<file path="src/rtl/rpt_pkg.sv">
package rpt_pkg;

  typedef enum logic [1:0] {
    ST_IDLE = 2'd0,
    ST_HDR  = 2'd1,
    ST_DAT  = 2'd2,
    ST_CLN  = 2'd3
  } rpt_state_e;

  // next state of the send sequence
  function automatic rpt_state_e rpt_next(input rpt_state_e cur,
                                          input logic launch,
                                          input logic c_hs,
                                          input logic p_hs);
    rpt_state_e nx;
    nx = cur;
    case (cur)
      ST_IDLE: if (launch) nx = ST_HDR;
      ST_HDR:  if (c_hs)   nx = ST_DAT;
      ST_DAT:  if (p_hs)   nx = ST_CLN;
      ST_CLN:  nx = launch ? ST_HDR : ST_IDLE;
      default: nx = ST_IDLE;
    endcase
    return nx;
  endfunction

endpackage

</file>
<file path="src/rtl/rpt_slot.sv">
module rpt_slot #(
  parameter int HDR_W   = 64,
  parameter int START_W = 10,
  parameter int SIZE_W  = 11
) (
  input  logic               clk,
  input  logic               rst_n,
  input  logic               load,
  input  logic [HDR_W-1:0]   hdr_i,
  input  logic [START_W-1:0] start_i,
  input  logic [SIZE_W-1:0]  size_i,
  output logic [HDR_W-1:0]   hdr_o,
  output logic [START_W-1:0] start_o,
  output logic [SIZE_W-1:0]  size_o
);
  always_ff @(posedge clk) begin
    if (!rst_n) begin
      hdr_o   <= '0;
      start_o <= '0;
      size_o  <= '0;
    end else if (load) begin
      hdr_o   <= hdr_i;
      start_o <= start_i;
      size_o  <= size_i;
    end
  end
endmodule

</file>
<file path="src/rtl/rpt_seq.sv">
module rpt_seq
  import rpt_pkg::*;
(
  input  logic       clk,
  input  logic       rst_n,
  input  logic       launch,
  input  logic       c_hs,
  input  logic       p_hs,
  output rpt_state_e state,
  output logic       in_hdr,
  output logic       in_dat,
  output logic       in_cln
);
  rpt_state_e state_q;

  always_ff @(posedge clk) begin
    if (!rst_n) state_q <= ST_IDLE;
    else        state_q <= rpt_next(state_q, launch, c_hs, p_hs);
  end

  assign state  = state_q;
  assign in_hdr = (state_q == ST_HDR);
  assign in_dat = (state_q == ST_DAT);
  assign in_cln = (state_q == ST_CLN);


  cln_single_chk: assert property (@(posedge clk) disable iff (!rst_n)
    in_cln |=> !in_cln && !in_dat);
endmodule

</file>
<file path="src/rtl/result_pkt_tx.sv">
module result_pkt_tx
  import rpt_pkg::*;
#(
  parameter int HDR_W   = 64,
  parameter int START_W = 10,
  parameter int SIZE_W  = 11,
  parameter int PLD_W   = 32,
  parameter int USER_W  = 2
) (
  input  logic               clk,
  input  logic               rst_n,
  input  logic               snd_req,
  input  logic [HDR_W-1:0]   snd_hdr,
  input  logic [START_W-1:0] snd_start,
  input  logic [SIZE_W-1:0]  snd_size,
  output logic [HDR_W-1:0]   ctx_tdata,
  output logic               ctx_tvalid,
  output logic               ctx_tlast,
  output logic [USER_W-1:0]  ctx_tuser,
  input  logic               ctx_tready,
  output logic [PLD_W-1:0]   pld_tdata,
  output logic               pld_tvalid,
  output logic               pld_tlast,
  input  logic               pld_tready
);
  localparam int PAD_W = PLD_W - START_W - SIZE_W;

  function automatic logic [PLD_W-1:0] pack_result(input logic [START_W-1:0] s,
                                                   input logic [SIZE_W-1:0] z);
    return {{PAD_W{1'b0}}, s, z};
  endfunction

  rpt_state_e state;
  logic in_hdr, in_dat, in_cln, idle;
  logic c_hs, p_hs, launch, use_pend, pend_load;
  logic pend_v;

  logic [HDR_W-1:0]   act_hdr, pend_hdr, src_hdr;
  logic [START_W-1:0] act_start, pend_start, src_start;
  logic [SIZE_W-1:0]  act_size, pend_size, src_size;

  assign idle = (state == ST_IDLE);
  assign c_hs = ctx_tvalid && ctx_tready;
  assign p_hs = pld_tvalid && pld_tready;

  assign use_pend  = in_cln && pend_v;
  assign launch    = (idle && snd_req) || (in_cln && (pend_v || snd_req));
  assign pend_load = snd_req && !idle && !(in_cln && !pend_v);

  assign src_hdr   = use_pend ? pend_hdr   : snd_hdr;
  assign src_start = use_pend ? pend_start : snd_start;
  assign src_size  = use_pend ? pend_size  : snd_size;

  always_ff @(posedge clk) begin
    if (!rst_n)         pend_v <= 1'b0;
    else if (pend_load) pend_v <= 1'b1;
    else if (use_pend)  pend_v <= 1'b0;
  end

  rpt_seq u_seq (
    .clk(clk), .rst_n(rst_n), .launch(launch), .c_hs(c_hs), .p_hs(p_hs),
    .state(state), .in_hdr(in_hdr), .in_dat(in_dat), .in_cln(in_cln)
  );

  rpt_slot #(.HDR_W(HDR_W), .START_W(START_W), .SIZE_W(SIZE_W)) u_act (
    .clk(clk), .rst_n(rst_n), .load(launch),
    .hdr_i(src_hdr), .start_i(src_start), .size_i(src_size),
    .hdr_o(act_hdr), .start_o(act_start), .size_o(act_size)
  );

  rpt_slot #(.HDR_W(HDR_W), .START_W(START_W), .SIZE_W(SIZE_W)) u_pend (
    .clk(clk), .rst_n(rst_n), .load(pend_load),
    .hdr_i(snd_hdr), .start_i(snd_start), .size_i(snd_size),
    .hdr_o(pend_hdr), .start_o(pend_start), .size_o(pend_size)
  );

  assign ctx_tvalid = in_hdr;
  assign ctx_tlast  = in_hdr;
  assign ctx_tuser  = '0;
  assign ctx_tdata  = act_hdr;
  assign pld_tvalid = in_dat;
  assign pld_tlast  = in_dat;
  assign pld_tdata  = pack_result(act_start, act_size);


  valid_excl_chk: assert property (@(posedge clk) disable iff (!rst_n)
    !(ctx_tvalid && pld_tvalid));

  ctx_hold_chk: assert property (@(posedge clk) disable iff (!rst_n)
    ctx_tvalid && !ctx_tready |=> ctx_tvalid && $stable(ctx_tdata));

  pld_hold_chk: assert property (@(posedge clk) disable iff (!rst_n)
    pld_tvalid && !pld_tready |=> pld_tvalid && $stable(pld_tdata));

  pld_after_ctx_chk: assert property (@(posedge clk) disable iff (!rst_n)
    c_hs |=> pld_tvalid && !ctx_tvalid);

  cleanup_gap_chk: assert property (@(posedge clk) disable iff (!rst_n)
    p_hs |=> !pld_tvalid && !ctx_tvalid);

  pend_keep_chk: assert property (@(posedge clk) disable iff (!rst_n)
    pend_v && !in_cln |=> pend_v);

  act_stable_chk: assert property (@(posedge clk) disable iff (!rst_n)
    (ctx_tvalid || pld_tvalid) && !in_cln |=> $stable(act_start) && $stable(act_size));
endmodule

</file>
<file path="config.mk">
export PLATFORM = sky130hd
export DESIGN_NAME = result_pkt_tx
export DESIGN_NICKNAME = d
export VERILOG_FILES = /design/src/rtl/rpt_pkg.sv /design/src/rtl/rpt_slot.sv /design/src/rtl/rpt_seq.sv /design/src/rtl/result_pkt_tx.sv
export SDC_FILE = /design/constraint.sdc
export NUM_CORES = 1
export LEC_CHECK = 0
export BUFFER_PORTS_ARGS = -buffer_cell sky130_fd_sc_hd__buf_2
export CORE_UTILIZATION = 55
export CTS_BUF_LIST = sky130_fd_sc_hd__clkbuf_8
export CTS_CLUSTER_DIAMETER = 200
export CTS_CLUSTER_SIZE = 24
export DETAILED_ROUTE_END_ITERATION = 10
export PLACE_DENSITY = 0.84
export SETUP_SLACK_MARGIN = 0.05
export SLEW_MARGIN = 10
export SYNTH_ARGS = -nofsm -noshare
export SYNTH_HDL_FRONTEND = slang
export SYNTH_SLANG_ARGS = --single-unit
export TNS_END_PERCENT = 10
</file>
<file path="constraint.sdc">
create_clock -name clk -period 2.2 [get_ports clk]
set_input_delay 0.44 -clock clk [delete_from_list [all_inputs] [get_ports clk]]
set_output_delay 0.44 -clock clk [all_outputs]
set_load 0.005 [all_outputs]
</file>
# Word-level counts from Yosys, hierarchy flattened
# Cells that the tools add are included.
[totals]
regBits = 173
latch_bits = 0
ram_bits = 0
rom_bits = 0
output_inout_bits = 102
word_cells = 40
n_memories = 0
[op_classes]
add_sub_neg = 0
multipliers = 0
n_div = 0
magnitude_cmp = 0
eq_ne = 6
shifts = 0
n_mux = 10
bitwise = 0
n_reduce_logical = 16
[op_table]
columns = ["op", "count"]
rows = [
  ["$mux W64", 1],
  ["$mux W11", 1],
  ["$mux W10", 1],
  ["$logic_and A1 B1 Y1", 8],
  ["$pmux W2 S4", 1],
  ["$mux W2", 3],
  ["$ne A2 B1 Y1 const B", 3],
  ["$eq A2 B2 Y1 const B", 2],
  ["$logic_not A1 Y1", 3],
  ["$mux W1", 3],
  ["$reduce_and A3 Y1", 1],
  ["$eq A2 B1 Y1 const B", 1],
  ["$logic_not A2 Y1", 1],
  ["$logic_or A1 B1 Y1", 2],
  ["$reduce_bool A2 Y1", 1],
]

# Longest topological paths before layout
[logic_depth]
word_depth = 5
depth_mapped = 9
mapped_depth_nobuf = 6

# Cells and area by module
# A second synthesis with hierarchy kept.
[hier_totals]
hier_cells = 695
hier_area_um2 = 8175.3
[modules_own_cells]
columns = ["module", "instances", "cells_each", "area_per_inst_um2"]
rows = [
  ["rpt_slot", 2, 274, 3269.4],
  ["result_pkt_tx", 1, 124, 1426.4],
  ["rpt_seq", 1, 23, 210.2],
]

# Worst setup path after synthesis
# No wires, ideal clock.
[synth_path]
path_kind = "reg-to-reg"
startpoint = "register u_seq.state_q[0] (netlist: u_seq.state[0])"
endpoint = "register u_seq.state_q[0] (netlist: u_seq.state[0])"
setup_ps = 116
arrival_time_ps = 1455
required_ps = 2084
slack_ps = 629
path_stages_with_launch = 6
synth_period_minus_slack_ps = 1571
cell_sequence = "dfxtp_1 -> inv_1 -> ha_1 -> a222oi_1 -> a21oi_1 -> a31o_2"
[synth_between]
elab_cells_between_ends = 15
cone_classes = "eq/ne (6); mux (2); reduce/logical (7)"
[synth_rtl]
columns = ["element", "line", "source"]
rows = [
  ["start, declared", "rpt_seq.sv:14", "rpt_state_e state_q;"],
  ["start signal, assigned", "rpt_seq.sv:18", "else state_q <= rpt_next(state_q, launch, c_hs, p_hs);"],
  ["$eq A2 B2 Y1 *", "rpt_seq.sv:23", "assign in_dat = (state_q == ST_DAT);"],
  ["named net pld_tlast", "result_pkt_tx.sv:23", "output logic pld_tlast,"],
  ["$logic_and A1 B1 Y1", "result_pkt_tx.sv:44", "assign p_hs = pld_tvalid && pld_tready;"],
  ["$ne A2 B1 Y1 (no line)", "n/a", ""],
  ["$reduce_and A3 Y1 (no line)", "n/a", ""],
]
# Mark *: on every way through the listed nets, which the timed path passes. The rest lies on a longest branch.
# A chain may end at the register's enable or synchronous reset.

# Worst setup path after layout
[layout_path]
startpoint = "register u_seq.state_q[0] (netlist: u_seq.state[0])"
endpoint = "output pld_tlast"
[layout_between]
elab_chain_len = 1
[layout_lines]
columns = ["element", "line"]
rows = [
  ["$eq A2 B2 Y1", "rpt_seq.sv:23"],
  ["end, declared", "result_pkt_tx.sv:23"],
]
# No other way between the ends.

==> metrics.md <==
| Metric | Value |
|---|---|
| Finished Layout Cells | 1206 |
| Fmax achieved | 543 MHz |
| Worst slew margin | 0.577 |
| Layout fillers | 1147 |
| Synth top area cells | dfxtp_1 (46%), nand2_1 (13%), nand3_1 (11%) |
| Final GP Congestion | 0.758 |
| Total GRT Usage | 0.252 |
| Max-slew violations | 0 |
| Combinational power share | 0.311 |
| Worst Path Required | 1.76 ns |
| Synth cell types | 27 |
| DP Area | 8350 sq um |
| Worst-Skew Late Latency | 0.46 ns |
| Die area | 14100 sq um |
| Core Region | 13200 sq um |
| HP Class | in2reg |
| Worst Setup SP | u_seq.state[0] |
| CP Cell Sequence | inv_1 > ha_1 > buf_2 |
| Fin nets | 1112 |
| Starting Density | 0.564 |
| Vias per std cell | 5.60 |
| DP HPWL | 10.7 mm |
| Num CTS Buffers | 17 |
| DRT iter0 DRCs | 620 |
| Main flop type after synthesis | dfxtp_1 |
| Setup Buffers After CTS | 0 |
| Int Power | 6290 uW |
| Synth top cells by count | nand2_1 (257), dfxtp_1 (173), nand3_1 (170) |
| Final hold vios | 0 |
| First-pass DRT Iterations | 5 |
| Ports | 192 |
| RSZ-0062 raised after global routing | no |
| LEAKAGE | 0.00453 uW |
| Layout area overhead | 17.0% |
| Port bufs | 178 |
| Final instance area | 8740 sq um |
| Die H | 119 um |
| Chip width | 119 um |
| Setup Skew | 0.00962 ns |
| Layout cells sized above 1 | 0.221 |
| Drt drc | 0 |
| Antenna Nets Post-Route | 0 |
| Minimum clock period | 1.84 ns |
| Net Sw Frac | 0.342 |
| Mean routed wirelength per cell | 14.4 um |
| Setup TNS Final | 0 ns |
| Largest net degree at the start of global routing | 99 |
| Yosys warning total | 0 |
| Dominant cell type by area after synthesis | dfxtp_1 |
| Dpl cells | 1174 |
| # H-tree levels | 4 |
| CTS tree | yes |
| P_sw | 3280 uW |
| Slowest-stage cell, CP | dfxtp_1 |
| Root Driver | clkbuf_8 |
| Max clock buf depth | 2 |
| CTS resizes | 0 |
| FF-to-FF Start | u_seq.state[0] |
| Final setup margin | 0.360 ns |
| Max_cap viols | 0 |
| Yosys reg bits | 173 |
| Mapped Avg Cell Area | 8.35 sq um |
| WS Path Type | reg2out |
| Crit-path max cell delay | 0.43 ns |
| Worst setup SP type | flip-flop |
| Final wirelength | 17.4 mm |
| Max rail drop VDD | 0.509 mV |
| Via count | 6748 |
| Area occupied by multi-input gates | 3570 sq um |
| Sequential fraction of the synthesis area | 0.464 |
| Seq pwr share | 0.456 |
| CTS sink count | 173 |
| Dpl ws | 0.413 ns |
| First-pass GRT wire length | 28.8 mm |
| Most instantiated library cell after synthesis | nand2_1 |
| Hold_sp | snd_hdr[27] |
| Post-synth EDFFs | 0 |
| Sequential Area | 3470 sq um |
| Post-synth ARST share | 0 |
| Setup violators final | 0 |
| Initial antenna violation count | 1 |
| Post-synth top area share | 0.464 |
| Final worst-path cycle share | 0.836 |
| PwrDens | 1090 nW/um^2 |
| Status | finished clean |
| CP max FO | 4 |
| Mapped Area | 7470 sq um |
| Crit. End Element | output port |
| Post-Synthesis Cells | 895 |
| Worst path arrival time | 1.40 ns |
| Clk pwr share | 0.233 |
| Congestion Overflow GR | 0 |
| CTS hold repair buffers | 0 |
| Least-Margin Pin Slew | 0.634 ns |
| Std-Cell Rows | 42 |
| Vias in the first global route | 6214 |
| Clock transition at path regs | 0.08 ns |
-- worst paths after layout --
| check | slack (ns) | end | cells after the start |
|---|---|---|---|
| setup / recovery | 0.36 | pld_tlast | 3 |
| hold / removal | 0.22 | u_pend.hdr_o[27] | 3 |
| setup reg to reg | 0.38 | u_seq.state[0] | 5 |
| hold reg to reg | 0.45 | u_pend.hdr_o[48] | 2 |
-- registers in the layout (all words and copies together), names as in the netlist --
name and count:
u_act.size_o 11, u_pend.start_o 10, u_act.hdr_o 64, u_pend.hdr_o 64
pend_v 1, u_act.start_o 10, u_pend.size_o 11, u_seq.state 2
-- worst max-delay path: cells and delay by family (launching register included) --
kind,cells,cell delay (ns)
fa+ha+maj,1,0.24
buf+inv,2,0.27
flops,1,0.43
-- power groups by stage --
stage,Clock (uW),Combinational [uW],Sequential (uW)
finish,2230,2980,4370
global route,2380,3310,4460
CTS,2250,3000,4370
detailed placement,0,2990,4440
global placement,0,2900,4410
floorplan,0,2020,4340
-- kinds of logic after synthesis --
kind of cell,count (synthesis),synth area share
compound gates,177,0.206
flops,173,0.464
other cells,1,0.000502
buf+inv,104,0.0693
fa+ha+maj,5,0.00837
mux,1,0.00134
simple gates,434,0.251
-- cell usage in the layout, fill, tap and decap left out, types with 3 or more instances in the layout --
cell and instances:
a21boi_0 36, a21boi_1 50, buf_12 7, buf_2 177, buf_4 7, bufinv_16 3, clkbuf_8 19, clkinv_2 5
conb_1 13, dfxtp_1 172, ha_1 4, inv_1 8, nand2_1 256, nand3_1 170, o211a_1 85
-- layout make-up --
class                   instances  share of cell area
flip-flops and latches        173               0.396
clock buffers                  19              0.0299
repair buffers                191               0.123
clock inverters                12              0.0149
diodes                          1            0.000286
well taps                     176              0.0252
multi-input cells             630               0.408
inverters                       4             0.00172
-- per-layer routing --
layer,up-vias,track usage,share of wire
li1,3280,-,-
met1,3208,0.320,0.44
met2,235,0.415,0.47
met3,25,0.0637,0.076
met4,0,0.0839,0.014
met5,-,0,0
-- stage by stage --
step / utilization / hold slack [ns] / total power [uW]
global route: 0.660 / 0.205 / 10100
floorplan: - / 0.436 / 6360
global placement: 0.631 / 0.441 / 7310
detailed placement: 0.631 / 0.445 / 7420
CTS: 0.660 / 0.196 / 9620
finish: 0.660 / 0.219 / 9570
(Power assumes the default switching activity.)
